===== src/rtl/rcd_pkg.sv =====
package rcd_pkg;
  typedef enum logic [2:0] {
    CY_NONE      = 3'd0,
    CY_NORMAL    = 3'd1,
    CY_RONLY     = 3'd2,
    CY_CBR_RST   = 3'd3,
    CY_CBR_PLAIN = 3'd4,
    CY_CBR_SET   = 3'd5
  } cyc_e;

  function automatic logic is_cbr(cyc_e k);
    return (k == CY_CBR_RST) || (k == CY_CBR_PLAIN) || (k == CY_CBR_SET);
  endfunction
endpackage


===== src/rtl/rcd_strobe_track.sv =====
module rcd_strobe_track #(
  parameter int CSR_CYC = 2
) (
  input  logic clk,
  input  logic rst_n,
  input  logic ras_n,
  input  logic cas_n,
  output logic ras_fall,
  output logic ras_rise,
  output logic cas_fall,
  output logic cbr_ok
);
  localparam int CW = $clog2(CSR_CYC + 1);

  logic          ras_prev, cas_prev;
  logic [CW-1:0] cas_cnt;

  always_ff @(posedge clk or negedge rst_n) begin
    if (!rst_n) begin
      ras_prev <= 1'b1;
      cas_prev <= 1'b1;
      cas_cnt  <= '0;
    end else begin
      ras_prev <= ras_n;
      cas_prev <= cas_n;
      if (cas_n)
        cas_cnt <= '0;
      else if (cas_cnt != CW'(CSR_CYC))
        cas_cnt <= cas_cnt + 1'b1;
    end
  end

  assign ras_fall = ras_prev & ~ras_n;
  assign ras_rise = ~ras_prev & ras_n;
  assign cas_fall = cas_prev & ~cas_n;
  assign cbr_ok   = ~cas_n && (cas_cnt >= CW'(CSR_CYC));


  cbr_needs_cas_chk: assert property (@(posedge clk) disable iff (!rst_n)
    cbr_ok |-> $past(!cas_n));
endmodule


===== src/rtl/rcd_classify.sv =====
module rcd_classify
  import rcd_pkg::*;
(
  input  logic ras_fall,
  input  logic cas_n,
  input  logic cbr_ok,
  input  logic dsf,
  input  logic wbwe_n,
  output cyc_e kind
);
  always_comb begin
    kind = CY_NONE;
    if (ras_fall) begin
      if (cbr_ok) begin
        if (!dsf)        kind = CY_CBR_RST;
        else if (wbwe_n) kind = CY_CBR_PLAIN;
        else             kind = CY_CBR_SET;
      end else if (!cas_n) begin
        kind = CY_NORMAL;
      end else begin
        kind = CY_RONLY;
      end
    end
  end
endmodule


===== src/rtl/rcd_refcnt.sv =====
module rcd_refcnt #(
  parameter int AW = 9
) (
  input  logic          clk,
  input  logic          rst_n,
  input  logic          step,
  output logic [AW-1:0] cnt_o
);
  logic [AW-1:0] cnt_q;

  always_ff @(posedge clk or negedge rst_n) begin
    if (!rst_n)    cnt_q <= '0;
    else if (step) cnt_q <= cnt_q + 1'b1;
  end

  assign cnt_o = cnt_q;


  cnt_idle_chk: assert property (@(posedge clk) disable iff (!rst_n)
    !step |=> $stable(cnt_q));
endmodule


===== src/rtl/rcd_optregs.sv =====
module rcd_optregs
  import rcd_pkg::*;
#(
  parameter int          AW       = 9,
  parameter logic [AW-1:0] STOP_DEF = '1
) (
  input  logic          clk,
  input  logic          rst_n,
  input  cyc_e          kind,
  input  logic          wbwe_n,
  input  logic [AW-1:0] addr_i,
  output logic [AW-1:0] stop_o,
  output logic          mask_keep_o
);
  logic [AW-1:0] stop_q;
  logic          mask_q;

  always_ff @(posedge clk or negedge rst_n) begin
    if (!rst_n) begin
      stop_q <= STOP_DEF;
      mask_q <= 1'b0;
    end else begin
      unique case (kind)
        CY_CBR_RST: begin
          stop_q <= STOP_DEF;
          mask_q <= 1'b0;
        end
        CY_CBR_SET: stop_q <= addr_i;
        CY_NORMAL, CY_RONLY: if (!wbwe_n) mask_q <= 1'b1;
        default: ;
      endcase
    end
  end

  assign stop_o      = stop_q;
  assign mask_keep_o = mask_q;


  plain_keeps_opts_chk: assert property (@(posedge clk) disable iff (!rst_n)
    (kind == CY_CBR_PLAIN) |=> ($stable(stop_q) && $stable(mask_q)));

  reset_variant_chk: assert property (@(posedge clk) disable iff (!rst_n)
    (kind == CY_CBR_RST) |=> (stop_q == STOP_DEF && !mask_q));
endmodule


===== src/rtl/rcd_readhold.sv =====
module rcd_readhold
  import rcd_pkg::*;
#(
  parameter int DW = 16
) (
  input  logic          clk,
  input  logic          rst_n,
  input  cyc_e          kind,
  input  logic          ras_rise,
  input  logic          cas_fall,
  input  logic          cas_n,
  input  logic          wbwe_n,
  input  logic          oe_n,
  input  logic [DW-1:0] arr_rdata_i,
  output logic [DW-1:0] dq_o,
  output logic          dq_oe_o
);
  logic          acc_q, valid_q;
  logic [DW-1:0] dq_q;

  always_ff @(posedge clk or negedge rst_n) begin
    if (!rst_n) begin
      acc_q   <= 1'b0;
      valid_q <= 1'b0;
      dq_q    <= '0;
    end else begin
      if (kind == CY_NORMAL || kind == CY_RONLY) acc_q <= 1'b1;
      else if (ras_rise || is_cbr(kind))         acc_q <= 1'b0;

      if (cas_n) begin
        valid_q <= 1'b0;
      end else if (cas_fall && acc_q && wbwe_n) begin
        valid_q <= 1'b1;
        dq_q    <= arr_rdata_i;
      end
    end
  end

  assign dq_o    = dq_q;
  assign dq_oe_o = valid_q & ~oe_n;


  hidden_hold_chk: assert property (@(posedge clk) disable iff (!rst_n)
    (is_cbr(kind) && valid_q) |=> ($stable(dq_q) && valid_q));

  cas_release_chk: assert property (@(posedge clk) disable iff (!rst_n)
    cas_n |=> !valid_q);
endmodule


===== src/rtl/cbr_refresh_decoder.sv =====
module cbr_refresh_decoder
  import rcd_pkg::*;
#(
  parameter int            AW       = 9,
  parameter int            DW       = 16,
  parameter int            CSR_CYC  = 2,
  parameter logic [AW-1:0] STOP_DEF = '1
) (
  input  logic          clk,
  input  logic          rst_n,
  input  logic          ras_n,
  input  logic          cas_n,
  input  logic          dsf,
  input  logic          wbwe_n,
  input  logic          oe_n,
  input  logic [AW-1:0] addr_i,
  input  logic [DW-1:0] arr_rdata_i,
  output logic [2:0]    cyc_type_o,
  output logic [AW-1:0] row_addr_o,
  output logic [AW-1:0] stop_o,
  output logic          mask_keep_o,
  output logic [DW-1:0] dq_o,
  output logic          dq_oe_o
);
  logic          ras_fall, ras_rise, cas_fall, cbr_ok;
  cyc_e          kind;
  logic [AW-1:0] ref_cnt;
  cyc_e          cyc_q;
  logic [AW-1:0] row_q;

  rcd_strobe_track #(.CSR_CYC(CSR_CYC)) u_trk (
    .clk(clk), .rst_n(rst_n), .ras_n(ras_n), .cas_n(cas_n),
    .ras_fall(ras_fall), .ras_rise(ras_rise), .cas_fall(cas_fall), .cbr_ok(cbr_ok)
  );

  rcd_classify u_cls (
    .ras_fall(ras_fall), .cas_n(cas_n), .cbr_ok(cbr_ok),
    .dsf(dsf), .wbwe_n(wbwe_n), .kind(kind)
  );

  rcd_refcnt #(.AW(AW)) u_cnt (
    .clk(clk), .rst_n(rst_n), .step(is_cbr(kind)), .cnt_o(ref_cnt)
  );

  rcd_optregs #(.AW(AW), .STOP_DEF(STOP_DEF)) u_opt (
    .clk(clk), .rst_n(rst_n), .kind(kind), .wbwe_n(wbwe_n), .addr_i(addr_i),
    .stop_o(stop_o), .mask_keep_o(mask_keep_o)
  );

  rcd_readhold #(.DW(DW)) u_rd (
    .clk(clk), .rst_n(rst_n), .kind(kind), .ras_rise(ras_rise),
    .cas_fall(cas_fall), .cas_n(cas_n), .wbwe_n(wbwe_n), .oe_n(oe_n),
    .arr_rdata_i(arr_rdata_i), .dq_o(dq_o), .dq_oe_o(dq_oe_o)
  );

  always_ff @(posedge clk or negedge rst_n) begin
    if (!rst_n) begin
      cyc_q <= CY_NONE;
      row_q <= '0;
    end else begin
      cyc_q <= kind;
      if (kind != CY_NONE) row_q <= is_cbr(kind) ? ref_cnt : addr_i;
    end
  end

  assign cyc_type_o = cyc_q;
  assign row_addr_o = row_q;


  one_clock_pulse_chk: assert property (@(posedge clk) disable iff (!rst_n)
    (cyc_q != CY_NONE) |=> (cyc_q == CY_NONE));

  code_after_fall_chk: assert property (@(posedge clk) disable iff (!rst_n)
    (cyc_q != CY_NONE) |-> $past(!ras_n));

  ronly_row_chk: assert property (@(posedge clk) disable iff (!rst_n)
    (cyc_q == CY_RONLY) |-> (row_q == $past(addr_i) && $past(cas_n)));

  cbr_after_cas_chk: assert property (@(posedge clk) disable iff (!rst_n)
    is_cbr(cyc_q) |-> $past(!cas_n));
endmodule


===== config.mk =====
export PLATFORM = sky130hd
export DESIGN_NAME = cbr_refresh_decoder
export DESIGN_NICKNAME = d
export VERILOG_FILES = /design/src/rtl/rcd_pkg.sv /design/src/rtl/rcd_strobe_track.sv /design/src/rtl/rcd_classify.sv /design/src/rtl/rcd_refcnt.sv /design/src/rtl/rcd_optregs.sv /design/src/rtl/rcd_readhold.sv /design/src/rtl/cbr_refresh_decoder.sv
export SDC_FILE = /design/constraint.sdc
export NUM_CORES = 1
export LEC_CHECK = 0
export BUFFER_PORTS_ARGS = -buffer_cell sky130_fd_sc_hd__buf_2
export CELL_PAD_IN_SITES_DETAIL_PLACEMENT = 0
export CELL_PAD_IN_SITES_GLOBAL_PLACEMENT = 1
export CORE_ASPECT_RATIO = 0.9
export CORE_UTILIZATION = 39
export DETAILED_ROUTE_END_ITERATION = 7
export PLACE_DENSITY_LB_ADDON = 0.1
export SYNTH_ARGS = -nofsm -noshare
export SYNTH_HDL_FRONTEND = slang
export SYNTH_SLANG_ARGS = --single-unit

===== constraint.sdc =====
create_clock -name clk -period 2.1 [get_ports clk]
set_clock_uncertainty 0.05 [all_clocks]
set_input_delay 0.315 -clock clk [delete_from_list [all_inputs] [get_ports clk]]
set_output_delay 0.315 -clock clk [all_outputs]
set_load 0.02 [all_outputs]

Word level (Yosys, flattened, before mapping)
Index checks and enable logic that the tools add are counted.
Word-level totals
  logic and storage cells: 60
  input bits: 32
  output and inout bits: 39
  register bits: 53
Operators by class
  bitwise operators: 8
  muxes and demuxes: 15
  reductions and logical operators: 16
  add/subtract/negate cells: 2
  $lt $le $gt $ge: 1
  equal/unequal tests: 7
Operators by type and width (count)
  $pmux 9 s2: 1
  $reduce_bool 2->1: 5
  $add 9x1->9 const B: 1
  $mux 3: 3
  $mux 9: 1
  $eq 3x2->1 const B: 2
  $eq 3x3->1 const B: 2
  $mux 1: 6
  $mux 2: 3
  $and 1x1->1: 4
  $logic_or 1x1->1: 4
  $ne 2x2->1 const B: 2
  $not 1->1: 4
  $reduce_and 2->1: 2
  $eq 3x1->1 const B: 1
  $logic_and 1x1->1: 3
  $reduce_bool 3->1: 1
  $add 2x1->2 const B: 1
  $ge 2x2->1 const B: 1
  $pmux 1 s2: 1
  $reduce_or 2->1: 1

Longest topological paths before layout
Gate-level depths: netlist of the first run.
  depth in word-level cells: 10
  gate-level depth with buffers: 7
  depth with buffers taken out: 5

By module
Synthesis of the first run repeated with hierarchy kept, for this count alone.
Second synthesis, totals
  cells, all modules: 209
  area total of the unflattened synthesis: 2504.9 µm²
Modules (own cells, without submodules)
  rcd_readhold: area each 753.2 µm², cells each 45, instances 1, sequential area each 450.4 µm²
  cbr_refresh_decoder: area each 694.4 µm², cells each 67, instances 1, sequential area each 300.3 µm²
  rcd_optregs: area each 455.4 µm², cells each 47, instances 1, sequential area each 261.5 µm²
  rcd_refcnt: area each 387.9 µm², cells each 29, instances 1, sequential area each 225.2 µm²
  rcd_strobe_track: area each 175.2 µm², cells each 15, instances 1, sequential area each 102.6 µm²
  rcd_classify: area each 38.8 µm², cells each 6, instances 1, sequential area each 0.0 µm²

Least setup slack after synthesis of the first run
No wires, ideal clock.
  kind: register to register
  start point: register u_trk.cas_cnt[1]
  end point: register u_cnt.cnt_q[1] (netlist: u_cnt.cnt_o[1])
  arrival: 1428 ps
  cell stages (with the launch flop): 6
  slack: 497 ps
  cells stage by stage: dfrtp_1 > ha_1 > buf_6 > o21bai_4 > nor2_1 > mux2_4
Between the ends
  longest elaborated chain between the ends: 7
RTL lines
  from (decl): RTL line rcd_strobe_track.sv:16  | logic [CW-1:0] cas_cnt;
  from (signal assigned): RTL line rcd_strobe_track.sv:29  | cas_cnt <= cas_cnt + 1'b1;
  $ge 2x2->1 *: RTL line rcd_strobe_track.sv:36  | assign cbr_ok = ~cas_n && (cas_cnt >= CW'(CSR_CYC));
  $logic_and 1x1->1 *: RTL line rcd_strobe_track.sv:36
  $mux 3 *: RTL line rcd_classify.sv:14  | if (cbr_ok) begin
  $mux 3 *: RTL line rcd_classify.sv:13  | if (ras_fall) begin
  $eq 3x2->1 or $eq 3x3->1 (tied branches): RTL line rcd_pkg.sv:12  | return (k == CY_CBR_RST) || (k == CY_CBR_PLAIN) || (k == CY_CBR_SET);
  $logic_or 1x1->1: RTL line rcd_pkg.sv:12
  $logic_or 1x1->1 *: RTL line rcd_pkg.sv:12
  to (signal assigned): RTL line rcd_refcnt.sv:13  | else if (step) cnt_q <= cnt_q + 1'b1;
  to (decl): RTL line rcd_refcnt.sv:9  | logic [AW-1:0] cnt_q;
Mark *: on every way between the ends. The rest lies on a longest branch, timed or not.
A chain may end at the register's enable or synchronous reset.

Worst setup path in the final report of the first run
  start point: register u_trk.cas_cnt[1]
  end point: register u_opt.stop_q[1] (netlist: u_opt.stop_o[1])
Between the ends
  longest elaborated chain between the ends: 6
RTL lines
  $ge 2x2->1 *: RTL line rcd_strobe_track.sv:36
  $logic_and 1x1->1 *: RTL line rcd_strobe_track.sv:36
  $mux 3 *: RTL line rcd_classify.sv:14
  $mux 3 *: RTL line rcd_classify.sv:13
  $eq 3x3->1 or $eq 3x2->1 (tied branches): RTL line rcd_optregs.sv:23  | unique case (kind)
  $pmux 9 s2 or $reduce_bool 2->1 (tied branches)
  to (signal assigned): RTL line rcd_optregs.sv:28  | CY_CBR_SET: stop_q <= addr_i;
  to (decl): RTL line rcd_optregs.sv:15  | logic [AW-1:0] stop_q;
Marked as above.

==> results of run 1 <==
-- kinds of logic after synthesis --
logic type	share of synthesized area
AOI/OAI and AO/OA	0.0699
xor gates and xnor gates	0.0329
adders and majority gates	0.0104
buffers and inverters	0.0449
DFF	0.559
muxes	0.0997
and+or+nand+nor	0.183
-- layer usage --
| layer | vias to the layer above | global-route usage |
|---|---|---|
| met4 | 0 | 0.0508 |
| met3 | 2 | 0.0358 |
| met5 | - | 0 |
| met2 | 32 | 0.259 |
| met1 | 861 | 0.249 |
| li1 | 859 | - |
-- metrics by stage --
stage | util | std cells | power (mW)
finish | 0.503 | 349 | 3.42
CTS | 0.503 | 349 | 3.46
floorplan | - | 207 | 2.44
global placement | 0.484 | 340 | 2.82
global route | 0.503 | 349 | 3.65
detailed placement | 0.484 | 340 | 2.84
-- sequential cells by signal (all words and copies together) (netlist names) --
signal             cells
u_cnt.cnt_o            9
u_opt.mask_keep_o      1
u_opt.stop_o           9
row_addr_o             9
u_trk.cas_cnt          2
u_rd.dq_o             16
u_trk.cas_prev         1
cyc_type_o             3
u_rd.valid_q           1
u_rd.acc_q             1
u_trk.ras_prev         1
-- Yosys cell counts, types with 2 or more instances --
| master | instances | area (um^2) |
|---|---|---|
| nor4_1 | 9 | 56.3 |
| ha_1 | 2 | 25.0 |
| a21oi_1 | 11 | 55.1 |
| mux2_4 | 10 | 150 |
| nand4_1 | 2 | 12.5 |
| nand2b_1 | 2 | 12.5 |
| mux2_2 | 7 | 78.8 |
| nand3_1 | 4 | 20.0 |
| a31oi_1 | 9 | 56.3 |
| buf_6 | 6 | 67.6 |
| buf_2 | 5 | 25.0 |
| dfrtp_1 | 42 | 1050 |
| nor2_1 | 26 | 97.6 |
| nand2_1 | 21 | 78.8 |
| xor2_1 | 8 | 70.1 |
| inv_1 | 3 | 11.3 |
| o21ai_0 | 3 | 15.0 |
| dfstp_2 | 11 | 289 |
| nor3_1 | 11 | 55.1 |
| nor4_2 | 3 | 37.5 |
-- final cells by class --
cell class,count,area [um^2]
inverter,3,11.3
clock inverter,1,5.00
fill,554,2880
timing repair buffer,76,423
sequential,53,1340
multi-input combinational,139,950
tap,70,87.6
clock buffer,7,96.3
-- worst min path at each step --
stage / startpoint / depth (start not counted) / end / slack (ns)
floorplan: rst_n / 0 / cyc_type_o[0]$_DFF_PN0_ / -0.03
global placement: rst_n / 2 / row_addr_o[0]$_DFFE_PN0P_ / 0.28
detailed placement: rst_n / 2 / row_addr_o[0]$_DFFE_PN0P_ / 0.28
CTS: ras_n / 1 / u_trk.ras_prev$_DFF_PN1_ / 0.08
global route: ras_n / 1 / u_trk.ras_prev$_DFF_PN1_ / 0.07
finish: ras_n / 1 / u_trk.ras_prev$_DFF_PN1_ / 0.09
-- power groups by stage --
stage | sequential, mW | combinational, mW | clock [mW]
after global placement | 1.54 | 1.28 | 0
after floorplan | 1.83 | 0.616 | 0
final | 1.53 | 1.28 | 0.613
after detailed placement | 1.55 | 1.29 | 0
after CTS | 1.53 | 1.29 | 0.639
after global routing | 1.58 | 1.40 | 0.677
-- worst register-to-register path, cell delays in order, from the launching register on --
cell	delay (ns)
dfrtp_1	0.46
ha_1	0.35
o21ba_2	0.49
a21oi_1	0.14
nor3_1	0.20
==> results by group, run 1 <==
Route
  • DRT iter0 DRCs: 104
  • Highest metal used: met4
  • Total Wirelength: 5080 um
  • Via density: 5.03
  • Average wire per standard cell: 14.6 um
  • Antenna Nets Post-Route: 0
  • Drt pass-1 iters: 8
  • Metal3 WL: 189 um
  • Metal2 WL: 2350 um
  • Met1 Routed Length: 2520 um
  • Drt drc: 6
  • Routed vias: 1754

Worst setup path
  • Cell Chain, Critical Path: ha_1 -> o21ba_2 -> a21oi_1 -> nor3_1
  • Arrival @ worst endpoint: 1.93 ns
  • R2R Path Start: u_trk.cas_cnt[1]$_DFFE_PN0P_
  • CP required: 2.27 ns
  • Flop2flop setup slack: 0.34 ns
  • CP Launch Point: u_trk.cas_cnt[1]$_DFFE_PN0P_
  • CP bufs+invs: 0
  • CP max-delay cell: o21ba_2
  • End of the worst register-to-register path: u_opt.stop_o[1]$_DFFE_PN1P_
  • Critical Path End: u_opt.stop_o[1]$_DFFE_PN1P_
  • Largest fanout on the critical path: 21
  • Largest stage delay on the critical path: 0.49 ns
  • Worst Setup Start Kind: flop
  • Crit path kind: reg2reg
  • Cell count of the worst reg-to-reg path: 4
  • Worst setup EP type: flop
  • Levels on crit path: 4
  • Top delay family on crit path: compound AO/OA/AOI/OAI gates

Power and ir drop
  • Worst vdd ir: 474 uV
  • Sequential Power Share: 0.447
  • Logic pwr share: 0.373
  • Psw: 1.26 mW
  • Power Dens Cells: 1170 nW/um^2
  • LEAKAGE: 1.43 nW
  • Switching share of power: 0.367
  • Clock network power share: 0.179
  • Internal power: 2.17 mW

Min path
  • Hold crit path type: in2reg

Placement
  • Buffers on Ports: 70
  • Pre-CTS WS: 0.347 ns
  • Hpwl dp: 3670 um
  • GPL Wtd Cong: 0.721
  • Placed Area: 2800 um^2

Floorplan
  • Core area: 5790 um^2
  • Num ports: 71
  • Die area: 6470 um^2
  • Starting Density: 0.414
  • Row count: 26
  • Die Y: 76.4 um
  • Chip Width: 84.6 um

Clocking
  • Clk slew on worst S/H paths: 0.09 ns
  • Postcts setup bufs: 0
  • CTS root buf: clkbuf_8
  • H-tree Lvls: 2
  • Post-CTS resize count: 0
  • Worst-Skew Late Latency: 0.30 ns
  • Clock tree buffer depth: 2
  • Sink Count: 53
  • Hold buffer count at CTS: 1
  • CTS Buf Count: 5
  • CTS tree: yes

Timing
  • Final Hold Slack: 0.0894 ns
  • FMAX: 567 MHz
  • Final Cycle Share: 0.839
  • RSZ-0062 raised after global routing: no
  • Final Critical Period: 1.76 ns
  • Fin. max-slew vios: 0
  • Total negative slack: 0 ns
  • Relative slew slack: 0.691
  • Final setup viols: 0
  • Least-Margin Pin Slew: 0.464 ns
  • Final hold vios: 0
  • Final WS setup: 0.337 ns

Global routing
  • Pin count of the biggest net entering global routing: 54
  • GRT Total Usage: 0.172
  • Number of global-route vias before repair: 1719
  • Global route overflow: 0
  • Initial antenna violation count: 0
  • First-pass GRT wire length: 8600 um

Synthesis
  • Synthesis Warnings: 0
  • Post-synth EDFFs: 0
  • Main synth FF type: dfrtp_1
  • Synth cell types: 32
  • Yosys reg bits: 53
  • Syn nets: 241
  • Synth Instances: 207
  • Synthesized area: 2400 um^2
  • Register area share after synthesis: 0.559
  • Mean Syn Cell Area: 11.6 um^2
  • Fraction of registers with async set/reset: 1.00

Run status
  • Violated checks: design-rule violations
  • Run status: complete, but fails checks

Cells and area
  • Final Cell Area: 2910 um^2
  • Most frequent cells in the layout: 70 x buf_2, 42 x dfrtp_1, 26 x nor2_1, 21 x nand2_1
  • Diode count: 0
  • Layout area overhead: 21.5%
  • Most common cell after layout, fill and taps aside: buf_2
  • Share of cells above drive strength 1: 0.427
  • Nets: 312

Flow run
  • Total of max-cap violations: 0
No activity file was read; power rests on OpenSTA's default activity.
==> run 2: changes to the inputs <==
Settings changed: ABC_AREA set to 1, CORE_UTILIZATION 39 to 35.
Clock period 2.1 ns to 1.6 ns, I/O delays scaled along.
==> results by group, run 2 <==
Route
  • Average wire per standard cell: 13.0 um
  • Drt drc: 0
  • DRT iter0 DRCs: 54
  • Drt pass-1 iters: 5
  • Antenna Nets Post-Route: 0
  • Routed vias: 1898
  • Via density: 4.53
  • Total Wirelength: 5440 um

Cells and area
  • Nets: 362
  • Most common cell after layout, fill and taps aside: buf_2
  • Layout area overhead: 33.7%
  • Share of cells above drive strength 1: 0.438
  • Most frequent cells in the layout: 70 x buf_2, 50 x nand2_1, 42 x dfrtp_1, 18 x inv_1, 16 x nor2_1
  • Number of flip-flops in the largest register: 16
  • Filler cells: 645
  • Non-Filler Instances: 419
  • Diode count: 0

Power and ir drop
  • Clock network power share: 0.182
  • Worst vdd ir: 649 uV
  • Logic pwr share: 0.395
  • Power Dens Cells: 1590 nW/um^2
  • Switching share of power: 0.368
  • Psw: 1.89 mW
  • Total power: 5.13 mW
  • Internal power: 3.24 mW
  • LEAKAGE: 1.61 nW
  • Sequential Power Share: 0.423

Worst setup path
  • Worst Setup Start Kind: flop
  • Largest fanout on the critical path: 6
  • Crit path kind: reg2reg
  • Arrival @ worst endpoint: 1.67 ns
  • Worst setup EP type: flop
  • CP required: 1.74 ns

Clocking
  • Sink Count: 53
  • H-tree Lvls: 2
  • Clock tree buffer depth: 2
  • CTS Buf Count: 5
  • Clk slew on worst S/H paths: 0.09 ns
  • CTS tree: yes
  • CTS root buf: clkbuf_8
  • Worst-Skew Late Latency: 0.30 ns

Floorplan
  • Core area: 6620 um^2
  • Num ports: 71
  • Starting Density: 0.364
  • Row count: 28
  • Die Y: 80.8 um
  • Die area: 7230 um^2
  • Chip Width: 89.5 um

Timing
  • FMAX: 653 MHz
  • Final Hold Slack: 0.0466 ns
  • Final Cycle Share: 0.957
  • Final hold vios: 0
  • RSZ-0062 raised after global routing: yes
  • Least-Margin Pin Slew: 0.400 ns
  • Final WS setup: 0.0696 ns
  • Relative slew slack: 0.733
  • Fin. max-slew vios: 0
  • Final Critical Period: 1.53 ns
  • Final setup viols: 0
  • Total negative slack: 0 ns

Global routing
  • Initial antenna violation count: 0
  • GRT Total Usage: 0.154
  • Number of global-route vias before repair: 1771
  • First-pass GRT wire length: 8410 um
  • Pin count of the biggest net entering global routing: 54
  • Global route overflow: 0

Min path
  • Hold crit path type: in2reg

Placement
  • Hpwl dp: 3810 um
  • Buffers on Ports: 70
  • GPL Wtd Cong: 0.742
  • Placed cell count: 402
  • Pre-CTS WS: 0.0174 ns

Synthesis
  • Mean Syn Cell Area: 10.3 um^2
  • Post-synth EDFFs: 0
  • Synthesis Warnings: 0
  • Synth cell types: 32
  • Commonest cells post-synth: 50 x nand2_1, 42 x dfrtp_1, 20 x inv_1, 17 x nand3_1, 16 x nor2_1
  • Yosys top cell area share: 0.436
  • Most frequent cell after synthesis: nand2_1
  • Synthesized area: 2410 um^2
  • Yosys reg bits: 53
  • Syn nets: 269
  • Yosys top cell by area: dfrtp_1
  • Synth area leaders: dfrtp_1 44%, dfstp_2 12%, nand2_1 7.8%
  • Register area share after synthesis: 0.555
  • Main synth FF type: dfrtp_1
  • Fraction of registers with async set/reset: 1.00
  • Synth Instances: 235

Flow run
  • Total of max-cap violations: 0

Run status
  • Run status: complete, no violations
run 2: cell count changes after synthesis, moves of 10 or more:
cell	change
inv_1	+17
nand2_1	+29
nand3_1	+13
nor2_1	-10
nor3_1	-10
run 2: cells by family (layout without fill, tap and decap cells):
kind of cell    after synthesis  in the layout  share of synthesized area
compound gates               28             28                     0.0648
xor+xnor                      5              5                     0.0182
fa+ha+maj                     2              2                     0.0104
buf+inv                      29            122                     0.0560
flops                        53             53                      0.555
mux                          16             16                     0.0887
simple gates                102            103                      0.206
run 2: stage by stage:
| step | util | instance area [um^2] |
|---|---|---|
| 2_1_floorplan | - | 2410 |
| 3_3_place_gp | 0.444 | 2940 |
| 3_5_place_dp | 0.444 | 2940 |
| 4_1_cts | 0.466 | 3080 |
| 5_1_grt | 0.487 | 3220 |
| 6_report | 0.487 | 3220 |
run 2: layer usage:
| metal | GRT usage | routed length [um] | vias up |
|---|---|---|---|
| met5 | 0 | 0 | - |
| met4 | 0.0397 | 50 | 0 |
| met3 | 0.0335 | 254 | 7 |
| met2 | 0.238 | 2420 | 51 |
| met1 | 0.218 | 2710 | 880 |
| li1 | - | - | 960 |
run 2: power groups by stage:
stage	logic (mW)	registers [mW]	clock network [mW]
after global placement	1.88	2.19	0
after global routing	2.23	2.24	1.03
after floorplan	0.759	2.65	0
after detailed placement	1.90	2.19	0
final	2.02	2.17	0.934
after CTS	1.91	2.17	0.982
run 2: cell type report:
| type | instances | area [um^2] | area share |
|---|---|---|---|
| repair buffers | 92 | 556 | 0.172 |
| inverters | 22 | 82.6 | 0.0256 |
| clock inverters | 1 | 30.0 | 0.00931 |
| flip-flops and latches | 53 | 1340 | 0.416 |
| multi-input cells | 154 | 1020 | 0.315 |
| well taps | 90 | 113 | 0.0349 |
| clock buffers | 7 | 86.3 | 0.0268 |
run 2: worst paths after layout:
check | cells after the start | startpoint | slack (ns) | end
worst max-delay path | 9 | u_trk.cas_cnt[0]$_DFFE_PN0P_ | 0.07 | u_cnt.cnt_o[4]$_DFFE_PN0P_
worst min-delay path | 1 | cas_n | 0.05 | u_trk.cas_prev$_DFF_PN1_
worst max register to register | 9 | u_trk.cas_cnt[0]$_DFFE_PN0P_ | 0.07 | u_cnt.cnt_o[4]$_DFFE_PN0P_
worst min register to register | 2 | u_opt.stop_o[5]$_DFFE_PN1P_ | 0.44 | u_opt.stop_o[5]$_DFFE_PN1P_
max in group asynchronous | 3 | rst_n | 0.79 | u_trk.ras_prev$_DFF_PN1_
min in group asynchronous | 3 | rst_n | 0.40 | u_rd.dq_o[6]$_DFFE_PN0P_
run 2: worst max-delay path: stages, from the launching register on:
cell,delay [ns]
dfrtp_1,0.40
inv_2,0.07
ha_4,0.13
inv_2,0.04
nand2_4,0.10
nand2_8,0.08
nor2_4,0.21
buf_4,0.14
nand3_1,0.07
xnor2_1,0.13
run 2: repair_timing:
item	CTS	global route
pin swaps	0	5
buffers inserted	0	6
endpoints found under the setup margin	6	19
gates resized for setup	1	20
endpoints found under the hold margin	43	0
gates cloned	0	1
hold buffers	2	0
==> run 3: changes to the inputs <==
Settings changed: CTS_BUF_LIST set to sky130_fd_sc_hd__clkbuf_16.
==> results by group, run 3 (same netlist as run 2, synthesis figures left out) <==
Run status
  • Run status: complete, no violations

Worst setup path
  • Worst setup EP type: flop
  • Top delay family on crit path: flip-flops
  • Worst Setup Start Kind: flop
  • Crit path kind: reg2reg
  • CP required: 1.76 ns
  • CP max-delay cell: dfrtp_1
  • CP bufs+invs: 4
  • Cell Chain, Critical Path: inv_2 -> ha_4 -> inv_2 -> nand2_4 -> nand2_8 -> nor2_4 -> buf_4 -> buf_4 -> xor2_1
  • Arrival @ worst endpoint: 1.69 ns
  • Largest fanout on the critical path: 6
  • Largest stage delay on the critical path: 0.39 ns
  • Flop2flop setup slack: 0.07 ns

Cells and area
  • Number of flip-flops in the largest register: 16
  • Most common cell after layout, fill and taps aside: buf_2
  • Final Util: 0.491
  • Most frequent cells in the layout: 70 x buf_2, 50 x nand2_1, 42 x dfrtp_1, 19 x inv_1, 16 x nor2_1
  • Non-Filler Instances: 418
  • Share of cells above drive strength 1: 0.436
  • Filler cells: 648
  • Diode count: 0
  • Final Cell Area: 3250 um^2
  • Layout area overhead: 34.9%
  • Nets: 361

Flow run
  • Total of max-cap violations: 0

Route
  • Drt pass-1 iters: 4
  • Routed vias: 1902
  • Total Wirelength: 5430 um
  • Drt drc: 0
  • DRT iter0 DRCs: 55
  • Via density: 4.55
  • Antenna Nets Post-Route: 0
  • Average wire per standard cell: 13.0 um

Timing
  • RSZ-0062 raised after global routing: yes
  • Final Cycle Share: 0.956
  • Final hold vios: 0
  • Relative slew slack: 0.731
  • FMAX: 654 MHz
  • Fin. max-slew vios: 0
  • Total negative slack: 0 ns
  • Least-Margin Pin Slew: 0.403 ns
  • Final setup viols: 0
  • Final Hold Slack: 0.0114 ns
  • Final WS setup: 0.0706 ns
  • Final Critical Period: 1.53 ns

Floorplan
  • Starting Density: 0.364
  • Chip Width: 89.5 um
  • Row count: 28
  • Num ports: 71
  • Die area: 7230 um^2
  • Core area: 6620 um^2
  • Die Y: 80.8 um

Global routing
  • Initial antenna violation count: 0
  • Pin count of the biggest net entering global routing: 54
  • Number of global-route vias before repair: 1786
  • Global route overflow: 0
  • First-pass GRT wire length: 8430 um
  • GRT Total Usage: 0.155

Placement
  • Placed Area: 2940 um^2
  • Placed cell count: 402
  • Pre-CTS WS: 0.0174 ns
  • Hpwl dp: 3810 um
  • GPL Wtd Cong: 0.742
  • Buffers on Ports: 70

Clocking
  • Worst-Skew Late Latency: 0.28 ns
  • CTS Buf Count: 5
  • Clk slew on worst S/H paths: 0.07 ns
  • Clock tree buffer depth: 2
  • H-tree Lvls: 2
  • CTS tree: yes
  • CTS root buf: clkbuf_16
  • Sink Count: 53

Power and ir drop
  • LEAKAGE: 1.62 nW
  • Total power: 5.38 mW
  • Worst vdd ir: 649 uV
  • Power Dens Cells: 1650 nW/um^2

Min path
  • Hold crit path type: in2reg
-- run 3: changes by cell type in the layout (fill, tap and decap cells not counted) --
cell,previous run,this run
inv_1,18,19
buf_4,13,15
dlygate4sd3_1,2,1
o21ai_0,11,12
clkinv_1,0,1
clkbuf_1,1,0
clkbuf_8,6,0
clkbuf_16,0,5
o21ai_1,1,0
buf_6,6,4
-- run 3: path summary, 6_finish.rpt --
check | start | end | cells after the start
setup reg to reg | u_trk.cas_cnt[0]$_DFFE_PN0P_ | u_cnt.cnt_o[0]$_DFFE_PN0P_ | 9
min in group asynchronous | rst_n | u_rd.dq_o[6]$_DFFE_PN0P_ | 3
hold reg to reg | u_opt.stop_o[5]$_DFFE_PN1P_ | u_opt.stop_o[5]$_DFFE_PN1P_ | 2
max in group asynchronous | rst_n | u_trk.ras_prev$_DFF_PN1_ | 3
hold / removal | ras_n | u_trk.ras_prev$_DFF_PN1_ | 1
setup / recovery | u_trk.cas_cnt[0]$_DFFE_PN0P_ | u_cnt.cnt_o[0]$_DFFE_PN0P_ | 9
-- run 3: repair_timing --
item | 4_1_cts | 5_1_grt
buffers inserted | 0 | 6
gates resized for setup | 0 | 18
endpoints found under the setup margin | 0 | 18
endpoints found under the hold margin | 42 | 0
hold buffers | 1 | 0
-- run 3: report_power, final --
part / switching, mW / internal [mW]
clock network: 0.461 / 0.728
logic: 1.17 / 0.841
registers: 0.288 / 1.89
-- run 3: final cells by class --
class,instances,area (um^2),area share
clock buffer,5,125,0.0385
clock inverter,3,37.5,0.0115
inverter,22,82.6,0.0254
multi-input combinational,154,1020,0.313
sequential,53,1340,0.412
tap,90,113,0.0346
timing repair buffer,91,538,0.165
-- run 3: per-layer routing --
metal,GRT usage,wire [um]
met2,0.239,2390
met3,0.0335,221
met5,0,0
met4,0.0444,63
met1,0.218,2750
-- run 3: worst register-to-register path: stages, from the launching register on --
cell and delay [ns]:
dfrtp_1 0.39, inv_2 0.07, ha_4 0.13, inv_2 0.04
nand2_4 0.10, nand2_8 0.08, nor2_4 0.20, buf_4 0.14
buf_4 0.12, xor2_1 0.13
